[config.mk]
export PLATFORM = sky130hd
export DESIGN_NAME = ow_byte_seq
export DESIGN_NICKNAME = d
export VERILOG_FILES = /design/src/rtl/ow_seq_pkg.sv /design/src/rtl/ow_ms_prescaler.sv /design/src/rtl/ow_byte_shift.sv /design/src/rtl/ow_pullup_ctrl.sv /design/src/rtl/ow_byte_seq.sv
export SDC_FILE = /design/constraint.sdc
export NUM_CORES = 1
export LEC_CHECK = 0
export ABC_AREA = 0
export BUFFER_PORTS_ARGS = -buffer_cell sky130_fd_sc_hd__buf_2
export CORE_AREA = 3 3 105 107
export CTS_BUF_LIST = sky130_fd_sc_hd__clkbuf_2 sky130_fd_sc_hd__clkbuf_4 sky130_fd_sc_hd__clkbuf_8
export CTS_CLUSTER_SIZE = 16
export DETAILED_ROUTE_END_ITERATION = 8
export DIE_AREA = 0 0 108 110
export PLACE_DENSITY_LB_ADDON = 0.05
export SYNTH_ARGS = -nofsm -noshare
export SYNTH_HDL_FRONTEND = slang
export SYNTH_SLANG_ARGS = --single-unit
[constraint.sdc]
create_clock -name clk_i -period 3.2 [get_ports clk_i]
set_input_delay 0.32 -clock clk_i [delete_from_list [all_inputs] [get_ports clk_i]]
set_output_delay 0.32 -clock clk_i [all_outputs]
set_load 0.05 [all_outputs]
[src/rtl/ow_seq_pkg.sv]
package ow_seq_pkg;
  typedef enum logic [1:0] {
    ST_IDLE = 2'd0,
    ST_SLOT = 2'd1,
    ST_HOLD = 2'd2
  } seq_state_e;

  localparam logic [1:0] OP_WRITE = 2'b00;
  localparam logic [1:0] OP_TOUCH = 2'b10;

  function automatic logic op_is_read(input logic [1:0] op);
    return op[0];
  endfunction

  function automatic logic op_is_write(input logic [1:0] op);
    return op == OP_WRITE;
  endfunction
endpackage

[src/rtl/ow_ms_prescaler.sv]
module ow_ms_prescaler #(
  parameter int TICKS_PER_MS = 1000
) (
  input  logic clk_i,
  input  logic rst_ni,
  input  logic en_i,
  input  logic tick_i,
  output logic ms_o
);
  localparam int CW = $clog2(TICKS_PER_MS + 1);
  localparam logic [CW-1:0] LAST = CW'(TICKS_PER_MS - 1);

  logic [CW-1:0] cnt_q;

  assign ms_o = en_i && tick_i && (cnt_q == LAST);

  always_ff @(posedge clk_i or negedge rst_ni) begin
    if (!rst_ni) cnt_q <= '0;
    else if (!en_i) cnt_q <= '0;
    else if (tick_i) cnt_q <= (cnt_q == LAST) ? '0 : cnt_q + 1'b1;
  end
endmodule

[src/rtl/ow_byte_shift.sv]
module ow_byte_shift #(
  parameter int BYTE_W = 8
) (
  input  logic              clk_i,
  input  logic              rst_ni,
  input  logic              load_i,
  input  logic [BYTE_W-1:0] data_i,
  input  logic              shift_i,
  input  logic              sample_i,
  output logic              bit_o,
  output logic              last_o,
  output logic [BYTE_W-1:0] q_o
);
  localparam int IW = (BYTE_W > 1) ? $clog2(BYTE_W) : 1;
  localparam logic [IW-1:0] LAST_IDX = IW'(BYTE_W - 1);

  logic [BYTE_W-1:0] q_q;
  logic [IW-1:0]     idx_q;

  assign bit_o  = q_q[0];
  assign last_o = idx_q == LAST_IDX;
  assign q_o    = q_q;

  // sample enters at the top and walks down; after BYTE_W shifts slot i sits in bit i
  always_ff @(posedge clk_i or negedge rst_ni) begin
    if (!rst_ni) begin
      q_q   <= '0;
      idx_q <= '0;
    end else if (load_i) begin
      q_q   <= data_i;
      idx_q <= '0;
    end else if (shift_i) begin
      if (BYTE_W > 1) q_q <= {sample_i, q_q[BYTE_W-1:1]};
      else            q_q <= BYTE_W'(sample_i);
      idx_q <= idx_q + 1'b1;
    end
  end
endmodule

[src/rtl/ow_pullup_ctrl.sv]
module ow_pullup_ctrl #(
  parameter int PU_W = 16
) (
  input  logic            clk_i,
  input  logic            rst_ni,
  input  logic            load_i,
  input  logic [PU_W-1:0] ms_i,
  input  logic            start_i,
  input  logic            consume_i,
  input  logic            hw_en_i,
  input  logic            ms_tick_i,
  output logic            pending_o,
  output logic            active_o,
  output logic            done_o,
  output logic            spu_o
);
  logic [PU_W-1:0] req_q;
  logic [PU_W-1:0] left_q;
  logic            active_q;
  logic            spu_q;

  assign pending_o = req_q != '0;
  assign active_o  = active_q;
  assign done_o    = active_q && ms_tick_i && (left_q == PU_W'(1));
  assign spu_o     = spu_q;

  // a fresh load outranks the clear done by the consuming write
  always_ff @(posedge clk_i or negedge rst_ni) begin
    if (!rst_ni) req_q <= '0;
    else if (load_i) req_q <= ms_i;
    else if (consume_i) req_q <= '0;
  end

  always_ff @(posedge clk_i or negedge rst_ni) begin
    if (!rst_ni) begin
      left_q   <= '0;
      active_q <= 1'b0;
      spu_q    <= 1'b0;
    end else if (start_i) begin
      left_q   <= req_q;
      active_q <= 1'b1;
      spu_q    <= hw_en_i;
    end else if (done_o) begin
      left_q   <= '0;
      active_q <= 1'b0;
      spu_q    <= 1'b0;
    end else if (active_q && ms_tick_i) begin
      left_q <= left_q - 1'b1;
    end
  end
endmodule

[src/rtl/ow_byte_seq.sv]
module ow_byte_seq
  import ow_seq_pkg::*;
#(
  parameter int BYTE_W       = 8,
  parameter int PU_W         = 16,
  parameter int TICKS_PER_MS = 1000
) (
  input  logic              clk_i,
  input  logic              rst_ni,
  input  logic              tick_i,
  input  logic              cmd_valid_i,
  output logic              cmd_ready_o,
  input  logic [1:0]        cmd_op_i,
  input  logic [BYTE_W-1:0] cmd_data_i,
  output logic              rsp_valid_o,
  output logic [BYTE_W-1:0] rsp_data_o,
  input  logic              pu_load_i,
  input  logic [PU_W-1:0]   pu_ms_i,
  input  logic              pu_hw_en_i,
  output logic              slot_req_o,
  output logic              slot_bit_o,
  input  logic              slot_ack_i,
  input  logic              slot_sample_i,
  output logic              spu_o,
  output logic              busy_o
);
  seq_state_e state_q, state_d;
  logic [1:0] op_q;
  logic       rsp_q;

  logic accept, slot_done, last_bit, sh_bit, final_ack;
  logic pu_pending, pu_active, pu_done, pu_start, pu_consume, ms_tick;

  assign accept      = cmd_valid_i && (state_q == ST_IDLE);
  assign slot_done   = (state_q == ST_SLOT) && slot_ack_i;
  assign final_ack   = slot_done && last_bit;
  assign pu_start    = final_ack && !op_is_read(op_q) && pu_pending;
  assign pu_consume  = pu_start && op_is_write(op_q);

  assign cmd_ready_o = state_q == ST_IDLE;
  assign busy_o      = state_q != ST_IDLE;
  assign slot_req_o  = state_q == ST_SLOT;
  assign slot_bit_o  = op_is_read(op_q) ? 1'b1 : sh_bit;
  assign rsp_valid_o = rsp_q;

  ow_byte_shift #(.BYTE_W(BYTE_W)) i_shift (
    .clk_i   (clk_i),
    .rst_ni  (rst_ni),
    .load_i  (accept),
    .data_i  (cmd_data_i),
    .shift_i (slot_done),
    .sample_i(slot_sample_i),
    .bit_o   (sh_bit),
    .last_o  (last_bit),
    .q_o     (rsp_data_o)
  );

  ow_ms_prescaler #(.TICKS_PER_MS(TICKS_PER_MS)) i_presc (
    .clk_i (clk_i),
    .rst_ni(rst_ni),
    .en_i  (pu_active),
    .tick_i(tick_i),
    .ms_o  (ms_tick)
  );

  ow_pullup_ctrl #(.PU_W(PU_W)) i_pullup (
    .clk_i    (clk_i),
    .rst_ni   (rst_ni),
    .load_i   (pu_load_i),
    .ms_i     (pu_ms_i),
    .start_i  (pu_start),
    .consume_i(pu_consume),
    .hw_en_i  (pu_hw_en_i),
    .ms_tick_i(ms_tick),
    .pending_o(pu_pending),
    .active_o (pu_active),
    .done_o   (pu_done),
    .spu_o    (spu_o)
  );

  always_comb begin
    state_d = state_q;
    unique case (state_q)
      ST_IDLE: if (accept) state_d = ST_SLOT;
      ST_SLOT: if (final_ack) state_d = pu_start ? ST_HOLD : ST_IDLE;
      ST_HOLD: if (pu_done) state_d = ST_IDLE;
      default: state_d = ST_IDLE;
    endcase
  end

  always_ff @(posedge clk_i or negedge rst_ni) begin
    if (!rst_ni) begin
      state_q <= ST_IDLE;
      op_q    <= OP_WRITE;
      rsp_q   <= 1'b0;
    end else begin
      state_q <= state_d;
      if (accept) op_q <= cmd_op_i;
      rsp_q <= (final_ack && !pu_start) || ((state_q == ST_HOLD) && pu_done);
    end
  end
endmodule

* Word level (Yosys, flattened, before mapping)
Index checks and enable logic that the tools add are counted.
** Storage, ports and cells
- Input port bits :: 34
- Output and inout port bits :: 14
- Register bits after elaboration :: 60
- Word-level logic and storage cells :: 67
** Operators by class
- Reduce and logical (&&, ||, !) cells :: 24
- Eq/ne operators :: 9
- Muxes and demuxes :: 21
- $add $sub $neg :: 3
** Operators with widths (count)
- 16-bit 2-to-1 mux :: 5
- 10-bit 2-to-1 mux :: 3
- 16-bit by 1-bit equality test with 1-bit output (second input constant) :: 1
- 8-bit 2-to-1 mux :: 2
- 16-bit nonzero test :: 1
- 16-bit by 1-bit subtractor with 16-bit output (second input constant) :: 1
- 1-bit logical AND :: 12
- 10-bit by 1-bit adder with 10-bit output (second input constant) :: 1
- 10-bit equality test (second input constant) :: 1
- 2-bit 2-to-1 mux :: 4
- 2-bit nonzero test :: 4
- 3-bit 2-to-1 mux :: 2
- 2-bit one-hot mux with 3 select lines :: 1
- 2-bit logical NOT :: 2
- 1-bit 2-to-1 mux :: 4
- 2-bit by 1-bit inequality test with 1-bit output (second input constant) :: 2
- 2-bit inequality test (second input constant) :: 2
- 3-bit by 1-bit adder with 3-bit output (second input constant) :: 1
- 3-bit equality test (second input constant) :: 1
- 3-bit AND reduction :: 1
- 3-bit nonzero test :: 1
- 2-bit by 1-bit equality test with 1-bit output (second input constant) :: 1
- 2-bit equality test (second input constant) :: 1
- 1-bit logical NOT :: 2
- 1-bit logical OR :: 1

* Longest topological paths before layout
Gate-level depths: netlist of the first run.
- Depth after elaboration :: 8
- Depth in mapped cells :: 8
- Depth with buffers taken out :: 7

* By module
Synthesis of the first run repeated with hierarchy kept, for this count alone.
** Second synthesis, totals
- Cells, all modules :: 322
- Area, all modules :: 3168.0 µm²
** Modules (own cells, without submodules)
- ow_pullup_ctrl :: cells each 192, instances 1, seq. area each 850.8 µm², area each 1804.2 µm²
- ow_ms_prescaler :: cells each 58, instances 1, seq. area each 250.2 µm², area each 563.0 µm²
- ow_byte_shift :: cells each 47, instances 1, seq. area each 275.3 µm², area each 521.8 µm²
- ow_byte_seq :: cells each 25, instances 1, seq. area each 125.1 µm², area each 279.0 µm²

* Least setup slack after synthesis of the first run
No wires, ideal clock.
- Kind :: register to register
- Start :: register state_q[1]
- End :: register op_q[1]
- Stages on the path, launching flop included :: 6
- Required time :: 3.066 ns
- Period minus slack after synthesis :: 2.087 ns
- Arrival :: 1.954 ns
- Slack :: 1.113 ns
- Path buffers :: 2
- Library setup time :: 0.134 ns
- Path through :: dfrtp_1 nor2_1 and2_1 clkbuf_1 clkbuf_1 o21ai_0
** Between the ends
- Longest elaborated chain between the ends :: 2
** Ends and longest elaborated chain
- start, declared :: RTL line ow_byte_seq.sv:27 : seq_state_e state_q, state_d;
- start signal, assigned :: RTL line ow_byte_seq.sv:97 : state_q <= state_d;
- 2-bit logical NOT
- net cmd_ready_o :: RTL line ow_byte_seq.sv:12 : output logic cmd_ready_o,
- 1-bit logical AND :: RTL line ow_byte_seq.sv:34 : assign accept = cmd_valid_i && (state_q == ST_IDLE);
- end signal, assigned :: RTL line ow_byte_seq.sv:98 : if (accept) op_q <= cmd_op_i;
- end, declared :: RTL line ow_byte_seq.sv:28 : logic [1:0] op_q;
The timed path passes the listed nets, and every way through them passes these cells.
A chain may end at the register's enable or synchronous reset.

* Final worst setup path of the first run
- Start :: register i_presc.cnt_q[0]
- End :: register i_pullup.left_q[12]
** Between the ends
- Longest elaborated chain between the ends :: 6
- Elaborated cells between the ends (all ways) :: 7
- Classes of those cells :: eq/ne: 1; mux: 2; reduce/logical: 4
** Ends and longest elaborated chain
- start, declared :: RTL line ow_ms_prescaler.sv:13 : logic [CW-1:0] cnt_q;
- start signal, assigned :: RTL line ow_ms_prescaler.sv:20 : else if (tick_i) cnt_q <= (cnt_q == LAST) ? '0 : cnt_q + 1'b1;
- 10-bit equality test * :: RTL line ow_ms_prescaler.sv:15 : assign ms_o = en_i && tick_i && (cnt_q == LAST);
- 1-bit logical AND * :: RTL line ow_ms_prescaler.sv:15
- 1-bit logical AND * :: RTL line ow_pullup_ctrl.sv:24, ow_pullup_ctrl.sv:47
- 1-bit logical AND :: RTL line ow_pullup_ctrl.sv:24 : assign done_o = active_q && ms_tick_i && (left_q == PU_W'(1));
- 16-bit 2-to-1 mux :: RTL line ow_pullup_ctrl.sv:43 : end else if (done_o) begin
- 16-bit 2-to-1 mux :: RTL line ow_pullup_ctrl.sv:39 : end else if (start_i) begin
- end signal, assigned :: RTL line ow_pullup_ctrl.sv:40 : left_q <= req_q;
- end signal, assigned :: RTL line ow_pullup_ctrl.sv:48 : left_q <= left_q - 1'b1;
- end, declared :: RTL line ow_pullup_ctrl.sv:18 : logic [PU_W-1:0] left_q;
Every way passes the cells marked *; elsewhere a longest branch is shown, timed or not.

==> metrics, run 1 <==
status=completed; DRT iter0 DRCs=133; Reg2Reg Setup Slack=960 ps; PwrDens=between 500 and 600 mW/mm²; Hold WC Path Type=input port to asynchronous set/reset pin; routed len/inst=approximately 16 µm; cts hold-fix bufs=0; hpwl dp=about 5500 µm; Inserted Clock Buffers=9; final setup TNS=0 ps; Post-Syn Instances=312; Post-Syn Nets=351; Via Count=~2,600; FF-to-FF Start=i_presc.cnt_q[0]; CTS resizes=0; fin crit period=~2200 ps; Final Cell Area=~0.0037 mm²; CTS tree=yes; Slew HR=56.1%; area leader, netlist=dfrtp_1; CP max-delay cell=or4_4; Ys Warns=0; Placed Area=between 0.003 and 0.004 mm²; Slew @ Worst Pin=658 ps; WP buf/inv=0; post-route clock period utilization=roughly 70%; crit-path cells=ha_1 > nand4b_4 > or4_4 > nor4_2 > mux2i_1 > a21oi_1; Synth Flop Type=dfrtp_1; Worst R2R End=i_pullup.left_q[12]; Worst EP arrival=around 2400 ps; Die X=roughly 110 µm; CP max FO=21; FF-to-FF path depth=6; NumNets Final=400; Final Util=35.9%; Core Rows=37; deepest clock path buffer count=2; initial antenna violation count=0; die area=approximately 0.012 mm²; most frequent cells in the layout=dfrtp_1 (60), buf_2 (47), nand2_1 (36); Port Buffer Count=47; Overflow after GRT=0; CP Data Required Time=3400 ps; Post-synth EDFFs=0; Fmax=around 0.45 GHz; syn avg cell area=around 10 µm²; drt drc=0; first-pass GRT wire length=approximately 13,000 µm; final setup skew=approximately 10 ps; leakage power=roughly 0.0018 µW; Detailed Routing Iterations Pass 1=4; most common cell after layout, fill and taps aside=dfrtp_1; pin count of the biggest net entering global routing=36; Skew-Pair Late Insertion Delay=340 ps; Max Cap Violations=0; crit end category=flop; # Post-CTS Setup Buffers=0; Top delay family on crit path=simple AND/OR/NAND/NOR gates; antenna-violating nets left=0; Final GP Congestion=about 0.8; chip height=about 110 µm; ANT cells=0; Core Area=between 0.01 and 0.015 mm²; final slew viol count=0; number of global-route vias before repair=between 2,000 and 3,000; RSZ-0062 raised after global routing=no; asr flop ratio synth=100%; top-area cell type share of the netlist area=49.4%; vias per cell=between 5 and 6; Max IR drop VDD=0.193 mV; Initial Util=29.7%; Mapped Area=0.00304 mm²; flop and latch count out of synthesis=60; share of layout cells above drive strength 1=22.4%; Seq/Total Area, Yosys=49.4%; Final Hold Vio Count=0; Total Power=around 1900 µW; CTS clk-pin slew, worst paths=approximately 70 ps; count of boundary I/O pins=48; synth top area cells=dfrtp_1 (49%), a22o_1 (4.9%), o21ai_0 (4.6%); H-tree Lvls=3; root buf cell=clkbuf_8; Max stage delay on crit path=650 ps; Area Growth Syn to Fin=20.8%; DRT Wirelength=slightly below 8000 µm; Final Setup Violations=0; startpoint types=flop; Synth cell types=50; clk sinks=60; GRT Overall Usage=between 10% and 20%; Setup CP Type=flop to flop
==> cell type report <==
type / count / area [µm²]
clock inverters: 4 / 95.1
clock buffers: 12 / 159
flip-flops and latches: 60 / 1500
multi-input cells: 226 / 1420
fillers: 1060 / 6560
well taps: 136 / 170
repair buffers: 54 / 288
inverters: 10 / 37.5
==> per-stage QoR <==
| stage | hold WS (ps) | instances | setup WS, ps |
|---|---|---|---|
| after floorplan | 24.4 | 312 | 1110 |
| after global placement | 408 | 486 | 1010 |
| after detailed placement | 389 | 486 | 975 |
| after CTS | 16.9 | 502 | 955 |
| after global routing | 45.2 | 502 | 834 |
| final | 5.60 | 502 | 965 |
==> Yosys cell counts, drive strengths merged (9+ instances only) <==
cell type	n
nand3	12
nand2	36
o31ai	9
inv	10
nor2	26
o21ai	28
a21oi	15
dfrtp	60
nor4	9
a22o	17
a31oi	10
==> how the worst max path moves through the flow <==
stage                      from  cells after the start                  end
4_1_cts        i_presc.cnt_q[0]                      6  i_pullup.left_q[12]
2_1_floorplan        state_q[1]                      5              op_q[1]
6_report       i_presc.cnt_q[0]                      6  i_pullup.left_q[12]
3_3_place_gp   i_presc.cnt_q[0]                      6  i_pullup.left_q[12]
5_1_grt        i_presc.cnt_q[0]                      6  i_pullup.left_q[15]
3_5_place_dp   i_presc.cnt_q[0]                      6  i_pullup.left_q[12]
==> power by group <==
part / leakage (µW) / switching, µW / internal, µW
registers: 0.000777 / 55.0 / 800
logic: 0.000858 / 63.5 / 61.8
clock network: 0.000130 / 309 / 568
==> flip-flops by register name (all words and copies together) (netlist names) <==
| register | cells |
|---|---|
| i_pullup.left_q | 16 |
| i_pullup.req_q | 16 |
| i_presc.cnt_q | 10 |
| i_shift.q_o | 8 |
| i_shift.idx_q | 3 |
| op_q | 2 |
| state_q | 2 |
| i_pullup.active_o | 1 |
| i_pullup.spu_o | 1 |
| rsp_valid_o | 1 |
==> logic make-up after synthesis <==
family / count (synthesis) / share of synthesized area (%)
buffers and inverters: 26 / 3.83
AOI/OAI and AO/OA: 92 / 19.7
muxes: 8 / 2.64
DFF: 60 / 49.4
and+or+nand+nor: 117 / 21.2
adders and majority gates: 5 / 2.06
xor gates and xnor gates: 4 / 1.15
==> routing by layer <==
layer,vias up,GRT usage (%),routed length (µm)
met5,-,0,0
met4,0,4.96,76
met3,5,3.79,372
met2,57,20.3,3340
met1,1249,21.3,4050
li1,1251,-,-
Power figures use the tool's default switching activity.
==> inputs of run 2 (changes only) <==
==> constraint.sdc (replaced) <==
create_clock -name clk_i -period 2.05 [get_ports clk_i]
set_input_delay 0.205 -clock clk_i [delete_from_list [all_inputs] [get_ports clk_i]]
set_output_delay 0.205 -clock clk_i [all_outputs]
set_load 0.05 [all_outputs]
==> run 2 against run 1 <==
Against the previous run:
- via count grew 2.9%
- critical path type unchanged
- clock skew is 2.6 ps lower
- non-clock buffer count increased by 24
- utilization increased by 2.2 points
- die area is the same
==> metrics, run 2 (same netlist as run 1, synthesis figures left out) <==
final slew viol count=0 (unchanged); NumNets Final=424 (+6.0%); ANT cells=0 (unchanged); pin count of the biggest net entering global routing=61 (+69%); first-pass GRT wire length=13,300 µm (-0.10%); crit end category=flop; largest registers=i_pullup.left_q x16, i_pullup.req_q x16, i_presc.cnt_q x10; layout filler cell count=1,068 (+0.75%); Hold WC Path Type=input port to flop; Max IR drop VDD=0.320 mV (+66%); H-tree Lvls=3 (unchanged); FF-to-FF path depth=6 (unchanged); initial antenna violation count=0 (unchanged); beginning of the worst hold path=cmd_data_i[2]; met2 GRT Util=20.0% (-0.31 points); die area=0.0119 mm² (unchanged); Overflow after GRT=0 (unchanged); P_sw=677 µW (+59%); part of the power in registers=45.4% (-0.6 points); RSZ-0062 raised after global routing=yes; area taken by multi-input logic gates=0.00144 mm² (+1.7%); Via Count=2,636 (+2.9%); GRT Overall Usage=14.5% (+0.13 points); switching share of power=23.6% (+0.60 points); Initial Util=29.7% (unchanged); crit-path cells=nand2b_1 > or4_4 > buf_4 > nor3_4 > mux2i_1 > a21oi_1; Setup CP Type=flop to flop; share of layout cells above drive strength 1=27.9% (+5.5 points); vias per cell=5.01 (-1.8%); PwrDens=737 mW/mm² (+46%); Hold WS=66.6 ps (+61.0 ps); Max stage delay on crit path=590 ps (-60 ps); most common cell after layout, fill and taps aside=dfrtp_1; Skew-Pair Late Insertion Delay=340 ps (about the same); Fmax=0.516 GHz (+15%); Top delay family on crit path=simple AND/OR/NAND/NOR gates; Final GP Congestion=0.750 (-4.2%); Hold Path Sink=i_shift.q_o[2]; most frequent cells in the layout=dfrtp_1 (60), buf_2 (47), nand2_1 (35); leakage power=0.00188 µW (+6.3%); final setup TNS=0 ps (unchanged); CP Data Required Time=2270 ps (-1130 ps); grt peak-use layer=met1; drt drc=0 (unchanged); clk sinks=60 (unchanged); CP max FO=4 (-81%); hpwl dp=5550 µm (+0.30%); Reg area=0.00150 mm² (unchanged); CTS clk-pin slew, worst paths=70 ps (about the same); status=completed; P_int=2190 µW (+53%); Final Hold Vio Count=0 (unchanged); DRT Wirelength=7940 µm (+1.3%); CP max-delay cell=or4_4; count of boundary I/O pins=48 (unchanged); met1 usage=21.5% (+0.17 points); WP buf/inv=1 (+1); Worst EP arrival=2160 ps (-280 ps); final setup skew=7.59 ps (-2.65 ps); Port Buffer Count=47 (unchanged); Die X=108 µm (unchanged); CTS tree=yes; met3 Use GR=2.97% (-0.82 points); routed len/inst=15.1 µm (-3.4%); Core Rows=37 (unchanged); combinational power share=9.7% (+3.0 points); Detailed Routing Iterations Pass 1=5 (+1); Clk network pwr share=44.8% (-2.4 points); antenna-violating nets left=0 (unchanged); Core Area=0.0102 mm² (unchanged); Total Power=2870 µW (+54%); Final Setup Violations=0 (unchanged); Slew @ Worst Pin=536 ps (-122 ps); FF-to-FF Start=i_presc.cnt_q[4]; chip height=110 µm (unchanged); deepest clock path buffer count=2 (unchanged); Inserted Clock Buffers=9 (unchanged); Worst R2R End=i_pullup.left_q[13]; DRT iter0 DRCs=103 (-23%); root buf cell=clkbuf_8; Slew HR=64.2% (+8.1 points); number of global-route vias before repair=2,588 (+0.78%); Final Util=38.0% (+2.2 points); Max Cap Violations=0 (unchanged); Reg2Reg Setup Slack=110 ps (-850 ps); Area Growth Syn to Fin=28.1%; post-route clock period utilization=94.5% (+25 points); hold path depth=3; startpoint types=flop; fin crit period=1940 ps (-298 ps)
## run 2: cell count changes in the layout (fill, tap and decap cells not counted), sizes merged
cell,change
dlygate4sd3,+1
buf,+23
clkinvlp,+1
clkinv,-1
bufinv,-1
clkbuf,+1
## run 2: how the worst max path moves through the flow
stage	startpoint	endpoint	slack [ps]	depth (start not counted)
after detailed placement	i_presc.cnt_q[0]	i_pullup.left_q[2]	-0.6	7
after floorplan	i_pullup.left_q[0]	i_pullup.left_q[12]	80	7
after global placement	i_presc.cnt_q[0]	i_pullup.left_q[2]	30	7
after global routing	i_pullup.left_q[1]	i_pullup.left_q[12]	4	7
final	i_presc.cnt_q[4]	i_pullup.left_q[13]	110	6
after CTS	i_presc.cnt_q[0]	i_pullup.left_q[2]	9	7
## run 2: layout make-up
type                       instances  area share (%)
clock buffer                      13            4.44
clock inverter                     3            1.74
inverter                          10           0.964
multi-input combinational        226            37.1
sequential                        60            38.6
tap                              136            4.37
timing repair buffer              78            12.8
## run 2: tightest hold or removal path, cell delays in order
cell,delay [ps]
buf_2,70
nand2_1,30
o21ai_0,50
## run 2: stage by stage
stage | instances | worst slack (ps) | cell area (µm²)
finish | 526 | 113 | 3890
global route | 526 | 3.68 | 3890
CTS | 523 | 9.27 | 3850
detailed placement | 506 | -0.566 | 3590
global placement | 506 | 25.8 | 3590
floorplan | 312 | 80.4 | 3040
## run 2: timing repair
| item | in CTS | in global routing |
|---|---|---|
| hold buffers | 1 | 0 |
| setup endpoints to repair | 1 | 11 |
| pin swaps | 0 | 1 |
| hold endpoints to repair | 60 | 0 |
| gates resized for setup | 1 | 6 |
| setup buffers | 0 | 3 |
## run 2: metal layers
metal	part of all wire, %	wire length (µm)	vias to the layer above
met5	0	0	-
met2	41	3220	61
met1	53	4190	1264
met4	2.1	167	0
li1	-	-	1299
met3	4.5	360	12
## run 2: power groups by stage
stage / clock (µW) / combinational (µW) / sequential (µW)
global route: 1380 / 313 / 1320
detailed placement: 0 / 279 / 1330
global placement: 0 / 278 / 1320
CTS: 1330 / 283 / 1300
finish: 1290 / 278 / 1300
floorplan: 0 / 114 / 1330
